## config.mk

```make
export PLATFORM = sky130hd
export DESIGN_NAME = mcast_hash_filter
export DESIGN_NICKNAME = d
export VERILOG_FILES = /design/src/rtl/mhf_pkg.sv /design/src/rtl/mhf_crc_step.sv /design/src/rtl/mhf_cfg_regs.sv /design/src/rtl/mhf_bank_lookup.sv /design/src/rtl/mcast_hash_filter.sv
export SDC_FILE = /design/constraint.sdc
export NUM_CORES = 1
export LEC_CHECK = 0
export BUFFER_PORTS_ARGS = -buffer_cell sky130_fd_sc_hd__buf_2
export CAP_MARGIN = 30
export CORE_MARGIN = 1.5
export CORE_UTILIZATION = 46
export CTS_CLUSTER_DIAMETER = 120
export DETAILED_ROUTE_END_ITERATION = 7
export GPL_ROUTABILITY_DRIVEN = 1
export PLACE_DENSITY = 0.61
export RECOVER_POWER = 50
export SYNTH_ARGS = -nofsm -noshare
export SYNTH_HDL_FRONTEND = slang
export SYNTH_SLANG_ARGS = --single-unit
```

## constraint.sdc

```tcl
create_clock -name clk -period 3 [get_ports clk]
set_clock_uncertainty 0.15 [all_clocks]
set_input_delay 0.75 -clock clk [delete_from_list [all_inputs] [get_ports clk]]
set_output_delay 0.75 -clock clk [all_outputs]
set_load 0.05 [all_outputs]
```

## src/rtl/mhf_pkg.sv

```systemverilog
package mhf_pkg;

    typedef enum logic [1:0] {
        ST_IDLE = 2'd0,
        ST_HASH = 2'd1,
        ST_HOLD = 2'd2
    } mhf_state_e;

    localparam logic [31:0] MHF_POLY = 32'hEDB88320;
    localparam logic [31:0] MHF_SEED = 32'hFFFFFFFF;

endpackage

```

## src/rtl/mhf_crc_step.sv

```systemverilog
// Folds one data word into the reflected CRC, least-significant bit first.
module mhf_crc_step #(
    parameter int DATA_W = 8
) (
    input  logic [31:0]       crc_in,
    input  logic [DATA_W-1:0] data,
    output logic [31:0]       crc_out
);
    import mhf_pkg::*;

    always_comb begin
        logic [31:0] c;
        logic        fb;
        c = crc_in;
        for (int b = 0; b < DATA_W; b++) begin
            fb = data[b] ^ c[0];
            c  = c >> 1;
            if (fb) c = c ^ MHF_POLY;
        end
        crc_out = c;
    end
endmodule

```

## src/rtl/mhf_cfg_regs.sv

```systemverilog
// Shadow configuration written at any time, copied to the working set on commit.
module mhf_cfg_regs #(
    parameter int BANKS  = 4,
    parameter int WORD_W = 16,
    parameter int ADDR_W = 3
) (
    input  logic                    clk,
    input  logic                    rst_n,
    input  logic                    we,
    input  logic [ADDR_W-1:0]       addr,
    input  logic [WORD_W-1:0]       wdata,
    input  logic                    commit,
    output logic [BANKS*WORD_W-1:0] tbl_act,
    output logic                    hash_en_act,
    output logic                    promisc_act
);
    localparam logic [ADDR_W-1:0] CTRL_ADDR = ADDR_W'(BANKS);

    logic hash_en_sh, promisc_sh;

    for (genvar g = 0; g < BANKS; g++) begin : g_bank
        logic [WORD_W-1:0] sh_q;
        always_ff @(posedge clk or negedge rst_n) begin
            if (!rst_n) begin
                sh_q <= '0;
            end else if (we && addr == ADDR_W'(g)) begin
                sh_q <= wdata;
            end
        end
        always_ff @(posedge clk or negedge rst_n) begin
            if (!rst_n) begin
                tbl_act[g*WORD_W +: WORD_W] <= '0;
            end else if (commit) begin
                tbl_act[g*WORD_W +: WORD_W] <= sh_q;
            end
        end
    end

    always_ff @(posedge clk or negedge rst_n) begin
        if (!rst_n) begin
            hash_en_sh  <= 1'b0;
            promisc_sh  <= 1'b0;
            hash_en_act <= 1'b0;
            promisc_act <= 1'b0;
        end else begin
            if (we && addr == CTRL_ADDR) begin
                hash_en_sh <= wdata[0];
                promisc_sh <= wdata[1];
            end
            if (commit) begin
                hash_en_act <= hash_en_sh;
                promisc_act <= promisc_sh;
            end
        end
    end
endmodule

```

## src/rtl/mhf_bank_lookup.sv

```systemverilog
// Upper index bits pick a bank, lower bits pick a bit in it.
module mhf_bank_lookup #(
    parameter int BANKS  = 4,
    parameter int WORD_W = 16,
    parameter int IDX_W  = 6
) (
    input  logic [BANKS*WORD_W-1:0] tbl,
    input  logic [IDX_W-1:0]        idx,
    output logic                    hit
);
    localparam int BIT_W = $clog2(WORD_W);

    logic [WORD_W-1:0] bank [BANKS];

    for (genvar g = 0; g < BANKS; g++) begin : g_split
        assign bank[g] = tbl[g*WORD_W +: WORD_W];
    end

    logic [IDX_W-BIT_W-1:0] bank_sel;
    logic [BIT_W-1:0]       bit_sel;

    assign bank_sel = idx[IDX_W-1:BIT_W];
    assign bit_sel  = idx[BIT_W-1:0];
    assign hit      = bank[bank_sel][bit_sel];
endmodule

```

## src/rtl/mcast_hash_filter.sv

```systemverilog
module mcast_hash_filter #(
    parameter int ADDR_BYTES = 6,
    parameter int BANKS      = 4,
    parameter int WORD_W     = 16,
    parameter int CFG_AW     = 3
) (
    input  logic              clk,
    input  logic              rst_n,
    input  logic              rx_sof,
    input  logic              rx_vld,
    input  logic [7:0]        rx_byte,
    input  logic              cfg_we,
    input  logic [CFG_AW-1:0] cfg_addr,
    input  logic [WORD_W-1:0] cfg_wdata,
    output logic              done,
    output logic              accept
);
    import mhf_pkg::*;

    localparam int IDX_W = $clog2(BANKS * WORD_W);
    localparam int CNT_W = (ADDR_BYTES > 1) ? $clog2(ADDR_BYTES) : 1;
    localparam logic [CNT_W-1:0] LAST_CNT = CNT_W'(ADDR_BYTES - 1);

    mhf_state_e state_q, state_d;
    logic [31:0]       crc_q, crc_nxt;
    logic [CNT_W-1:0]  cnt_q;
    logic              grp_q, grp_now;
    logic              take, last_byte, hit;
    logic [BANKS*WORD_W-1:0] tbl_act;
    logic              hash_en_act, promisc_act;
    logic [IDX_W-1:0]  idx;

    mhf_cfg_regs #(.BANKS(BANKS), .WORD_W(WORD_W), .ADDR_W(CFG_AW)) u_cfg (
        .clk(clk), .rst_n(rst_n), .we(cfg_we), .addr(cfg_addr), .wdata(cfg_wdata),
        .commit(rx_sof), .tbl_act(tbl_act), .hash_en_act(hash_en_act),
        .promisc_act(promisc_act)
    );

    mhf_crc_step #(.DATA_W(8)) u_crc (
        .crc_in(crc_q), .data(rx_byte), .crc_out(crc_nxt)
    );

    assign idx = crc_nxt[31 -: IDX_W];

    mhf_bank_lookup #(.BANKS(BANKS), .WORD_W(WORD_W), .IDX_W(IDX_W)) u_lut (
        .tbl(tbl_act), .idx(idx), .hit(hit)
    );

    assign take      = (state_q == ST_HASH) && rx_vld && !rx_sof;
    assign last_byte = take && (cnt_q == LAST_CNT);
    assign grp_now   = (cnt_q == '0) ? rx_byte[0] : grp_q;

    // Next-state logic
    always_comb begin
        state_d = state_q;
        unique case (state_q)
            ST_IDLE: if (rx_sof) state_d = ST_HASH;
            ST_HASH: if (rx_sof) state_d = ST_HASH;
                     else if (last_byte) state_d = ST_HOLD;
            ST_HOLD: if (rx_sof) state_d = ST_HASH;
            default: state_d = ST_IDLE;
        endcase
    end

    // State register and hash datapath
    always_ff @(posedge clk or negedge rst_n) begin
        if (!rst_n) begin
            state_q <= ST_IDLE;
            crc_q   <= MHF_SEED;
            cnt_q   <= '0;
            grp_q   <= 1'b0;
        end else begin
            state_q <= state_d;
            if (rx_sof) begin
                crc_q <= MHF_SEED;
                cnt_q <= '0;
                grp_q <= 1'b0;
            end else if (take) begin
                crc_q <= crc_nxt;
                cnt_q <= last_byte ? '0 : cnt_q + 1'b1;
                grp_q <= grp_now;
            end
        end
    end

    // Output register
    always_ff @(posedge clk or negedge rst_n) begin
        if (!rst_n) begin
            done   <= 1'b0;
            accept <= 1'b0;
        end else begin
            done   <= last_byte;
            accept <= last_byte && (promisc_act || (grp_now && hash_en_act && hit));
        end
    end
endmodule

```

==> results.json <==
{
  "status": "complete, no violations",
  "grt_remaining_overflow": 0,
  "tightest_slew_ns": 1.43,
  "fin_crit_sh_pct": 94.6,
  "drt_iter0_drc": 150,
  "path_clk_slew_ns": 0.06,
  "wl_mm": 16.1,
  "ir_drop_mv": 0.491,
  "mostFrequentLayoutCells": "140 x dfrtp_1, 131 x mux2_2, 44 x xnor2_1",
  "clock_latency_ns": 0.43,
  "htreeDepth": 4,
  "r2r_cells": 7,
  "finalCriticalPeriod_ns": 2.84,
  "antenna_left": 0,
  "syn_inst": 584,
  "slew_viol_final": 0,
  "post-cts-setup-buffers": 0,
  "min_path_cells": 1,
  "critical_path.endpoint_type": "register",
  "row_count": 47,
  "nFillCells": 1411,
  "worstSetupStartpointType": "register",
  "leakagePower_nw": 4.03,
  "p_per_area_nw_per_um2": 1010,
  "yosysSeqAreaShare_pct": 54.8,
  "slew_headroom_pct": 4.65,
  "yosys_warnings": 0,
  "drive_above_1_share_pct": 42.8,
  "max_clock_freq_mhz": 352,
  "synth_edf_count": 0,
  "grt_pass1_vias": 5091,
  "drt-wirelength-per-cell_um": 18.4,
  "antenna_found_initial": 0,
  "path_class": "register to register",
  "grt_max_degree": 105,
  "finalHoldViolCount": 0,
  "cts_buffers": 17,
  "synthArstFlopShare_pct": 100,
  "die-area_sq_um": 18000,
  "setup_viol": 0,
  "diodes": 0,
  "drv_cap": 0,
  "r2r_end": "accept$_DFF_PN0_",
  "hold_start": "state_q[0]$_DFFE_PN0P_",
  "synth_area_sq_um": 7930,
  "min_to": "state_q[0]$_DFFE_PN0P_",
  "drc": 0,
  "fp.dieW_um": 134,
  "die_h_um": 134,
  "ios": 34,
  "gp_congestion": 0.780,
  "clock_sinks": 172,
  "grt_usage_pct": 19.7,
  "first_pass_iters": 5,
  "final_core_util_pct": 55.3,
  "vias": 4701,
  "r2r_slack_ns": 0.16,
  "hold_path.class": "register to register",
  "ys_seq_elements": 172,
  "cp_max_fo": 6,
  "detail_route.vias_per_cell": 5.36,
  "final_common_cell": "dfrtp_1",
  "synth_ff_type": "dfrtp_1",
  "clockBufferDepth": 2,
  "cts_tree": "built",
  "fin_nets": 680,
  "crit_required_ns": 3.17,
  "r2r-start": "crc_q[5]$_DFFE_PN1P_",
  "arrival_ns": 3.01,
  "post_synth.cell_area_avg_sq_um": 13.6,
  "rsz0062_at_grt": "false",
  "post_cts_resized": 0,
  "cts_hold_buf": 0,
  "core_region_area_sq_um": 16700,
  "io_buffers": 33,
  "initial_core_util_pct": 47.5,
  "cts_root_buffer": "clkbuf_16",
  "area_growth_pct": 16.5,
  "totalPowerFinal_mw": 9.30,
  "yosysUniqueCellTypes": 43,
  "grt_pass1_wl_mm": 27.2,
  "hpwlAfterDp_mm": 10.9,
  "synth.net_count": 619
}
-- Yosys cell counts (4+ instances only) --
| cell | n | area share (%) |
|---|---|---|
| a211o_1 | 28 | 3.1 |
| a21oi_1 | 4 | 0.25 |
| buf_1 | 5 | 0.24 |
| clkbuf_1 | 20 | 0.95 |
| dfrtp_1 | 140 | 44 |
| dfstp_2 | 32 | 11 |
| inv_1 | 4 | 0.19 |
| mux2_2 | 131 | 19 |
| mux2i_1 | 20 | 2.5 |
| mux4_1 | 5 | 1.7 |
| mux4_2 | 4 | 1.1 |
| nand2_1 | 29 | 1.4 |
| nand3_1 | 6 | 0.38 |
| nand3b_1 | 4 | 0.38 |
| nor2_1 | 36 | 1.7 |
| o22ai_1 | 5 | 0.39 |
| xnor2_1 | 49 | 5.4 |
| xor2_1 | 21 | 2.3 |
-- state kept, by name (all words and copies together) (netlist names) --
name / flops
cnt_q: 3
crc_q: 32
u_cfg.promisc_sh: 1
u_cfg.hash_en_sh: 1
u_cfg.g_bank.sh_q: 64
u_cfg.promisc_act: 1
u_cfg.tbl_act: 64
state_q: 2
done: 1
grp_q: 1
accept: 1
u_cfg.hash_en_act: 1
-- final cells by class --
| class | instances | area (sq um) | share of cell area, % |
|---|---|---|---|
| flip-flops and latches | 172 | 4340 | 47.0 |
| multi-input cells | 379 | 3520 | 38.1 |
| repair buffers | 71 | 470 | 5.09 |
| clock buffers | 17 | 425 | 4.61 |
| well taps | 220 | 275 | 2.98 |
| clock inverters | 14 | 183 | 1.98 |
| inverters | 4 | 15.0 | 0.163 |
-- metrics by stage --
stage | area, sq um | instances | setup TNS (ns) | worst slack (ns) | hold slack (ns)
finish | 9240 | 877 | 0 | 0.161 | 0.329
global route | 9240 | 877 | 0 | 0.0244 | 0.364
CTS | 9290 | 877 | 0 | 0.139 | 0.146
detailed placement | 8680 | 846 | -0.201 | -0.201 | 0.322
global placement | 8680 | 846 | -0.134 | -0.134 | 0.316
floorplan | 7990 | 584 | 0 | 0.00107 | 0.299
-- cell families (layout without fill, tap and decap cells) --
kind of cell,count (synthesis),after routing,share of synthesized area [%]
flip-flops,172,172,54.8
buffers and inverters,33,106,1.66
multiplexers,160,160,23.9
XOR/XNOR,75,75,9.08
AND/OR/NAND/NOR,90,90,5.07
adder cells (fa/ha/maj),3,3,0.474
AO/OA/AOI/OAI,51,51,4.97
-- critical path: stages (launching register included) --
cell,delay (ns)
dfstp_2,0.58
xnor2_4,0.09
xnor3_2,0.51
mux4_1,0.58
mux4_2,0.49
nand4_1,0.08
nand3_1,0.08
a21o_1,0.16
-- report_power, final --
part	internal, mW	switching [mW]	total (mW)	leakage, nW
sequential	2.99	0.366	3.36	2.03
clock	1.32	0.951	2.28	0.293
combinational	1.98	1.69	3.67	1.71
total	6.29	3.01	9.30	4.03
-- per-layer routing --
| layer | vias up | wire (um) | track usage (%) |
|---|---|---|---|
| met1 | 2445 | 7440 | 26.0 |
| met5 | - | 0 | 0 |
| met3 | 17 | 356 | 4.08 |
| met4 | 0 | 208 | 5.91 |
| met2 | 56 | 8110 | 32.9 |
| li1 | 2183 | - | - |
-- worst max-delay path by stage --
stage / end / depth (start not counted) / from
2_1_floorplan: accept$_DFF_PN0_ / 9 / rx_byte[0]
3_3_place_gp: accept$_DFF_PN0_ / 8 / rx_byte[5]
3_5_place_dp: accept$_DFF_PN0_ / 8 / rx_byte[5]
4_1_cts: accept$_DFF_PN0_ / 7 / crc_q[5]$_DFFE_PN1P_
5_1_grt: u_cfg.g_bank[1].sh_q[9]$_DFFE_PN0P_ / 2 / rst_n
6_report: accept$_DFF_PN0_ / 7 / crc_q[5]$_DFFE_PN1P_
No activity file was read; power rests on OpenSTA's default activity.
